### config.mk
export PLATFORM = sky130hd
export DESIGN_NAME = maxfind_top
export DESIGN_NICKNAME = d
export VERILOG_FILES = /design/src/rtl/maxfind_pkg.sv /design/src/rtl/maxfind_cam.sv /design/src/rtl/maxfind_colsel.sv /design/src/rtl/maxfind_ctrl.sv /design/src/rtl/maxfind_top.sv
export SDC_FILE = /design/constraint.sdc
export NUM_CORES = 1
export LEC_CHECK = 0
export BUFFER_PORTS_ARGS = -buffer_cell sky130_fd_sc_hd__buf_4
export CORE_ASPECT_RATIO = 0.5
export CORE_UTILIZATION = 60
export CTS_CLUSTER_DIAMETER = 150
export DETAILED_ROUTE_END_ITERATION = 10
export PLACE_DENSITY = 0.79
export SETUP_SLACK_MARGIN = 0.05
export SLEW_MARGIN = 20
export SYNTH_ARGS = -nofsm -noshare
export SYNTH_HDL_FRONTEND = slang
export SYNTH_SLANG_ARGS = --single-unit
### constraint.sdc
create_clock -name clk -period 5.2 [get_ports clk]
set_clock_uncertainty 0.1 [all_clocks]
set_input_delay 0.52 -clock clk [delete_from_list [all_inputs] [get_ports clk]]
set_output_delay 0.52 -clock clk [all_outputs]
set_load 0.02 [all_outputs]
### src/rtl/maxfind_pkg.sv
package maxfind_pkg;
  typedef enum logic [1:0] {
    ST_IDLE = 2'd0,
    ST_SRCH = 2'd1,
    ST_EVAL = 2'd2
  } seq_state_t;
endpackage

### src/rtl/maxfind_cam.sv
// Word storage with one parallel masked-equality comparator per word.
module maxfind_cam #(
  parameter int WORDS = 8,
  parameter int WIDTH = 8,
  localparam int AW = (WORDS > 1) ? $clog2(WORDS) : 1
) (
  input  logic             clk,
  input  logic             wr_en,
  input  logic [AW-1:0]    wr_addr,
  input  logic [WIDTH-1:0] wr_data,
  input  logic [WIDTH-1:0] key,
  input  logic [WIDTH-1:0] care,
  output logic [WORDS-1:0] hit
);
  logic [WIDTH-1:0] cells [WORDS];

  always_ff @(posedge clk) begin
    if (wr_en) cells[wr_addr] <= wr_data;
  end

  for (genvar j = 0; j < WORDS; j++) begin : g_line
    assign hit[j] = ((cells[j] ^ key) & care) == '0;
  end
endmodule

### src/rtl/maxfind_colsel.sv
// Finds the leftmost closed column and the rightmost open column of the mask.
module maxfind_colsel #(
  parameter int WIDTH = 8
) (
  input  logic [WIDTH-1:0] mask,
  output logic [WIDTH-1:0] open_next,
  output logic [WIDTH-1:0] last_open,
  output logic             all_open
);
  always_comb begin
    open_next = '0;
    for (int i = 0; i < WIDTH; i++) begin
      if (!mask[i]) open_next = '0 | (WIDTH'(1) << i);
    end
  end

  always_comb begin
    last_open = '0;
    for (int i = WIDTH - 1; i >= 0; i--) begin
      if (mask[i]) last_open = '0 | (WIDTH'(1) << i);
    end
  end

  assign all_open = &mask;
endmodule

### src/rtl/maxfind_ctrl.sv
// Sequencer: clear tags, search, evaluate the response, adjust mask or comparand.
module maxfind_ctrl
  import maxfind_pkg::*;
#(
  parameter int WORDS = 8,
  parameter int WIDTH = 8
) (
  input  logic             clk,
  input  logic             rst,
  input  logic             start,
  input  logic [WORDS-1:0] hit,
  input  logic [WIDTH-1:0] open_next,
  input  logic [WIDTH-1:0] last_open,
  input  logic             all_open,
  output logic             busy,
  output logic             done,
  output logic [WIDTH-1:0] mask,
  output logic [WIDTH-1:0] comp,
  output logic [WIDTH-1:0] max_value,
  output logic [WORDS-1:0] match_tags
);
  seq_state_t       state;
  logic [WORDS-1:0] tags;
  logic             any_hit;

  assign any_hit = |tags;
  assign busy    = (state != ST_IDLE);

  always_ff @(posedge clk) begin
    if (rst) begin
      state      <= ST_IDLE;
      mask       <= '0;
      comp       <= '0;
      tags       <= '0;
      done       <= 1'b0;
      max_value  <= '0;
      match_tags <= '0;
    end else begin
      done <= 1'b0;
      case (state)
        ST_IDLE: begin
          if (start) begin
            comp  <= '1;
            mask  <= '0;
            tags  <= '0;
            state <= ST_SRCH;
          end
        end
        ST_SRCH: begin
          tags  <= hit;
          state <= ST_EVAL;
        end
        ST_EVAL: begin
          if (any_hit) begin
            if (all_open) begin
              done       <= 1'b1;
              max_value  <= comp;
              match_tags <= tags;
              state      <= ST_IDLE;
            end else begin
              mask  <= mask | open_next;
              tags  <= '0;
              state <= ST_SRCH;
            end
          end else begin
            comp  <= comp & ~last_open;
            state <= ST_SRCH;
          end
        end
        default: state <= ST_IDLE;
      endcase
    end
  end
endmodule

### src/rtl/maxfind_top.sv
module maxfind_top #(
  parameter int WORDS = 8,
  parameter int WIDTH = 8,
  localparam int AW = (WORDS > 1) ? $clog2(WORDS) : 1
) (
  input  logic             clk,
  input  logic             rst,
  input  logic             load_en,
  input  logic [AW-1:0]    load_addr,
  input  logic [WIDTH-1:0] load_data,
  input  logic             start,
  output logic             busy,
  output logic             done,
  output logic [WIDTH-1:0] max_value,
  output logic [WORDS-1:0] match_tags
);
  logic [WIDTH-1:0] mask_w, comp_w, open_next_w, last_open_w;
  logic [WORDS-1:0] hit_w;
  logic             all_open_w;
  logic             wr_ok;

  assign wr_ok = load_en & ~busy;

  maxfind_cam #(.WORDS(WORDS), .WIDTH(WIDTH)) u_cam (
    .clk(clk), .wr_en(wr_ok), .wr_addr(load_addr), .wr_data(load_data),
    .key(comp_w), .care(mask_w), .hit(hit_w)
  );

  maxfind_colsel #(.WIDTH(WIDTH)) u_sel (
    .mask(mask_w), .open_next(open_next_w), .last_open(last_open_w),
    .all_open(all_open_w)
  );

  maxfind_ctrl #(.WORDS(WORDS), .WIDTH(WIDTH)) u_ctrl (
    .clk(clk), .rst(rst), .start(start), .hit(hit_w),
    .open_next(open_next_w), .last_open(last_open_w), .all_open(all_open_w),
    .busy(busy), .done(done), .mask(mask_w), .comp(comp_w),
    .max_value(max_value), .match_tags(match_tags)
  );
endmodule

* Yosys cells after proc, flatten, opt, wreduce, memory -nomap -nowiden *
Memories as Yosys holds them, arrays and structs flattened.
Index checks and enable logic that the tools add are counted.

word-level totals
  RAM bits = 64
  register bits = 43
  output and inout bits = 18
  memories kept = 1

operators by class
  eq/ne operators = 6
  reductions and logical operators = 19
  muxes and demuxes = 33
  bitwise gates (word level) = 23

memory list
  name         words  width  rd ports  clocked after Yosys merged registers in  write ports  line               text
  u_cam.cells  8      8      8         0                                        1            maxfind_cam.sv:15  logic [WIDTH-1:0] cells [WORDS];

operator list
  operator                                      number
  8-bit 2-to-1 mux                              16
  8-bit AND                                     9
  8-bit zero test                               8
  8-bit XOR                                     8
  8-bit one-hot mux with 2 select lines         2
  8-bit one-hot mux with 3 select lines         1
  10-bit AND reduction                          1
  8-bit inverter                                1
  8-bit OR                                      1
  4-bit AND reduction                           2
  8-bit AND reduction                           1
  8-bit OR reduction                            1
  7-bit 2-to-1 mux                              1
  1-bit 2-to-1 mux                              6
  6-bit 2-to-1 mux                              1
  2-bit inequality test, second input constant  3
  2-bit one-hot mux with 3 select lines         1
  5-bit 2-to-1 mux                              1
  2-bit 2-to-1 mux                              2
  4-bit 2-to-1 mux                              1
  2-bit nonzero test                            2
  3-bit 2-to-1 mux                              1
  1-bit inverter                                3
  3-bit AND reduction                           1
  7 further kinds                               7

* Depth between registers and ports, before layout *
  word-level depth = 12
  mapped depth = 6

* Hierarchy *
From an unflattened synthesis, not the netlist that was laid out.

second synthesis, totals
  cells, all modules = 368
  area total of the unflattened synthesis = 4752.1 um^2

by module, submodules not included
  module          cells an instance  area each (um^2)  times used  sequential area each (um^2)
  maxfind_cam     197                2956.6            1           1921.8
  maxfind_ctrl    144                1621.6            1           860.8
  maxfind_colsel  26                 160.2             1           0.0
  maxfind_top     1                  13.8              1           0.0

* Worst setup path after synthesis *
No wires, ideal clock.

  kind = register to register
  start point = reg u_ctrl.state[1]
  end point = mem u_cam.cells[1][0] (enable)
  slack = 3.384 ns
  data arrival time = 1.333 ns
  cell stages (with the launch flop) = 4
  cell sequence = dfxtp_1 nor2_1 nand3_1 nor3_1

on the way
  word-level cells in the longest chain between the ends = 5

RTL lines
  element                                 line                text
  from (decl)                             maxfind_ctrl.sv:22  seq_state_t state;
  from (signal assigned)                  maxfind_ctrl.sv:31  state <= ST_IDLE;
  from (signal assigned)                  maxfind_ctrl.sv:46  state <= ST_SRCH;
  from (signal assigned)                  maxfind_ctrl.sv:51  state <= ST_EVAL;
  2-bit nonzero test                      maxfind_ctrl.sv:27  assign busy = (state != ST_IDLE);
  1-bit inverter                          maxfind_top.sv:22   assign wr_ok = load_en & ~busy;
  1-bit AND                               maxfind_top.sv:22
  1-bit 2-to-1 mux                        maxfind_cam.sv:18   if (wr_en) cells[wr_addr] <= wr_data;
  1-bit 2-to-1 mux (not written as such)  maxfind_cam.sv:18
  to (decl)                               maxfind_cam.sv:15

Every way passes these cells.

* Final worst setup path *
  start point = reg u_ctrl.state[1]
  end point = mem u_cam.cells[2][1] (enable)

Same word-level chain as after synthesis.

==> metrics.cfg <==
[critical_path]
crit_slowest_cell = nor2_1
crit_chain = nor2_1, nand3b_1, nor2_1
worst-setup-path-type = register to register
critPathCaptureType = register
required_ns = 5.07
worst-endpoint-arrival_ns = 2.11
cpMostUsedCell = nor2_1
cp_max_fo = 8
cpPeakStageDelay_ns = 0.75
crit_path_start_kind = register

[timing]
rsz0062_at_grt = false
finalCritPeriodShare = 0.431
finalSetupViolations = 0
timing.fmax_mhz = 446
relSlewSlack = 0.390
fin_crit_ns = 2.24
worst_pin_slew_ns = 0.912
drv_slew = 0
fin_tns_setup_ns = 0
hold_violations = 0

[synthesis]
synth_top_area_cell = edfxtp_1
yosysTopAreaCellShare = 0.412
synth_top_flop_cell = edfxtp_1
syn_inst = 373
synth.area.top_cells = edfxtp_1, dfxtp_1, xor2_1
synth_cell_type_count = 41
synthTopCellsByCount = edfxtp_1, xor2_1, dfxtp_1, a21oi_1, nand3_1
synth_edf_count = 64
syn_area_per_cell_um2 = 12.5
async_flop_share = 0
synth_seq_area_share = 0.597
yosysWarnings = 0
syn_nets = 388
syn-cell-area_um2 = 4660
synth-seq-cells = 107

[route]
drt-total-wl_um = 10100
met2_length_um = 4370
routed.top_layer = met4
drt_iter0_markers = 370
antenna_left = 0
first_pass_iters = 5
post_drt_wl_per_cell_um = 20.5
vias = 3018
dr_wl_met3_um = 986
met1_length_um = 4640
vias_per_cell = 6.13
drc = 0

[clocking]
cts_root_buf = clkbuf_16
cts_setup_buffers = 0
clk_path_buf_depth = 2
cts_resized = 0
htreeDepth = 3
cts.sinks = 107
hold_buffers = 0
cts_buffers = 9
tritoncts = built
cts.clk_slew.worst_paths_ns = 0.07
clock_latency_ns = 0.35

[finish]
final_util = 0.702
antennaDiodeCount = 0
finalNetCount = 406
n_fill_cell = 534
areaGrowthSynthToFinish_pct = 12.0
layout-drive-gt1-share = 0.189

[status]
status = complete, no violations

[global_routing]
grt.total_usage = 0.269
overflow = 0
grt_pass1_wl_um = 15800
antenna_found_initial = 0
grt_pass1_vias = 2857
grt_max_degree = 32

[floorplan]
dieArea_um2 = 8150
core_area_um2 = 7430
initial_utilization = 0.627
die_width_um = 127
num_io_pins = 33
die_y_um = 64.3
row_count = 22

[placement]
hpwl_um = 7040
port_buffers = 32
gp_congestion = 0.862

[power]
power_leakage_nw = 1.91
power.total_mw = 1.79
vdd_ir_drop_max_uv = 167
power_density_nw_per_um2 = 342

[run]
drv_cap = 0

[hold_path]
hp-class = input pin to register

state kept, by name (all words and copies together) (netlist names):
name / cells
u_ctrl.tags: 8
u_ctrl.state: 2
u_cam.cells: 64
u_ctrl.match_tags: 8
u_ctrl.mask: 8
u_ctrl.done: 1
u_ctrl.max_value: 8
u_ctrl.comp: 8
layer usage:
| layer | global-route usage | vias to the layer above |
|---|---|---|
| met5 | 0 | - |
| li1 | - | 1425 |
| met1 | 0.382 | 1420 |
| met4 | 0.101 | 0 |
| met3 | 0.0771 | 8 |
| met2 | 0.392 | 165 |
kinds of logic after synthesis:
| kind of cell | synth area share |
|---|---|
| buffers and inverters | 0.0338 |
| and+or+nand+nor | 0.0859 |
| xor gates and xnor gates | 0.120 |
| AOI/OAI and AO/OA | 0.163 |
| DFF | 0.597 |
cell usage in the layout (no fill, tap or decap), types with 2 or more instances in the layout:
cell type,count
nand2_1,6
nand2b_1,3
a22oi_1,16
xor2_1,64
buf_4,32
and3_1,9
nor3_1,2
inv_1,6
nor2_1,12
nor4_4,2
o21ai_2,9
bufinv_8,3
edfxtp_1,64
nand4_1,3
nand3_1,20
o21bai_1,2
dfxtp_1,43
nor3_2,2
a32o_1,2
a22o_1,10
a222oi_1,8
o21ai_0,14
a21oi_1,27
a21oi_2,9
clkbuf_16,10
layout make-up:
| class | instances | area, µm² | share of cell area |
|---|---|---|---|
| multi-input cells | 235 | 1730 | 0.332 |
| repair buffers | 32 | 240 | 0.0460 |
| clock buffers | 10 | 250 | 0.0479 |
| clock inverters | 6 | 72.6 | 0.0139 |
| inverters | 6 | 22.5 | 0.00431 |
| well taps | 96 | 120 | 0.0230 |
| flip-flops and latches | 107 | 2780 | 0.533 |
path summary, 6_finish.rpt:
check                                          from                                end  slack [ns]  depth (start not counted)
setup / recovery       u_ctrl.state[1]$_SDFFE_PP0N_        u_cam.cells[2][1]$_DFFE_PP_        2.96                          3
hold / removal                         load_data[7]        u_cam.cells[5][7]$_DFFE_PP_        0.31                          1
setup reg to reg       u_ctrl.state[1]$_SDFFE_PP0N_        u_cam.cells[2][1]$_DFFE_PP_        2.96                          3
hold reg to reg   u_ctrl.match_tags[5]$_SDFFE_PP0P_  u_ctrl.match_tags[5]$_SDFFE_PP0P_        0.37                          2
critical path, delay by kind of cell (launching register included):
| kind | cells | cell delay, ns |
|---|---|---|
| and+or+nand+nor | 3 | 1.41 |
| DFF | 1 | 0.36 |
stage by stage:
| step | cells | area [µm²] | hold WS [ns] | setup slack [ns] |
|---|---|---|---|---|
| after global routing | 492 | 5220 | 0.314 | 2.86 |
| after CTS | 492 | 5210 | 0.308 | 2.83 |
| after floorplan | 373 | 4660 | 0.390 | 3.38 |
| after global placement | 476 | 4890 | 0.355 | 2.97 |
| final | 492 | 5220 | 0.314 | 2.96 |
| after detailed placement | 476 | 4890 | 0.363 | 2.90 |
power breakdown:
group	internal (mW)	leakage [nW]	switching (mW)
registers	0.918	0.930	0.0386
logic	0.0466	0.804	0.0670
clock network	0.424	0.174	0.292
total	1.39	1.91	0.398
(Power assumes the default switching activity.)
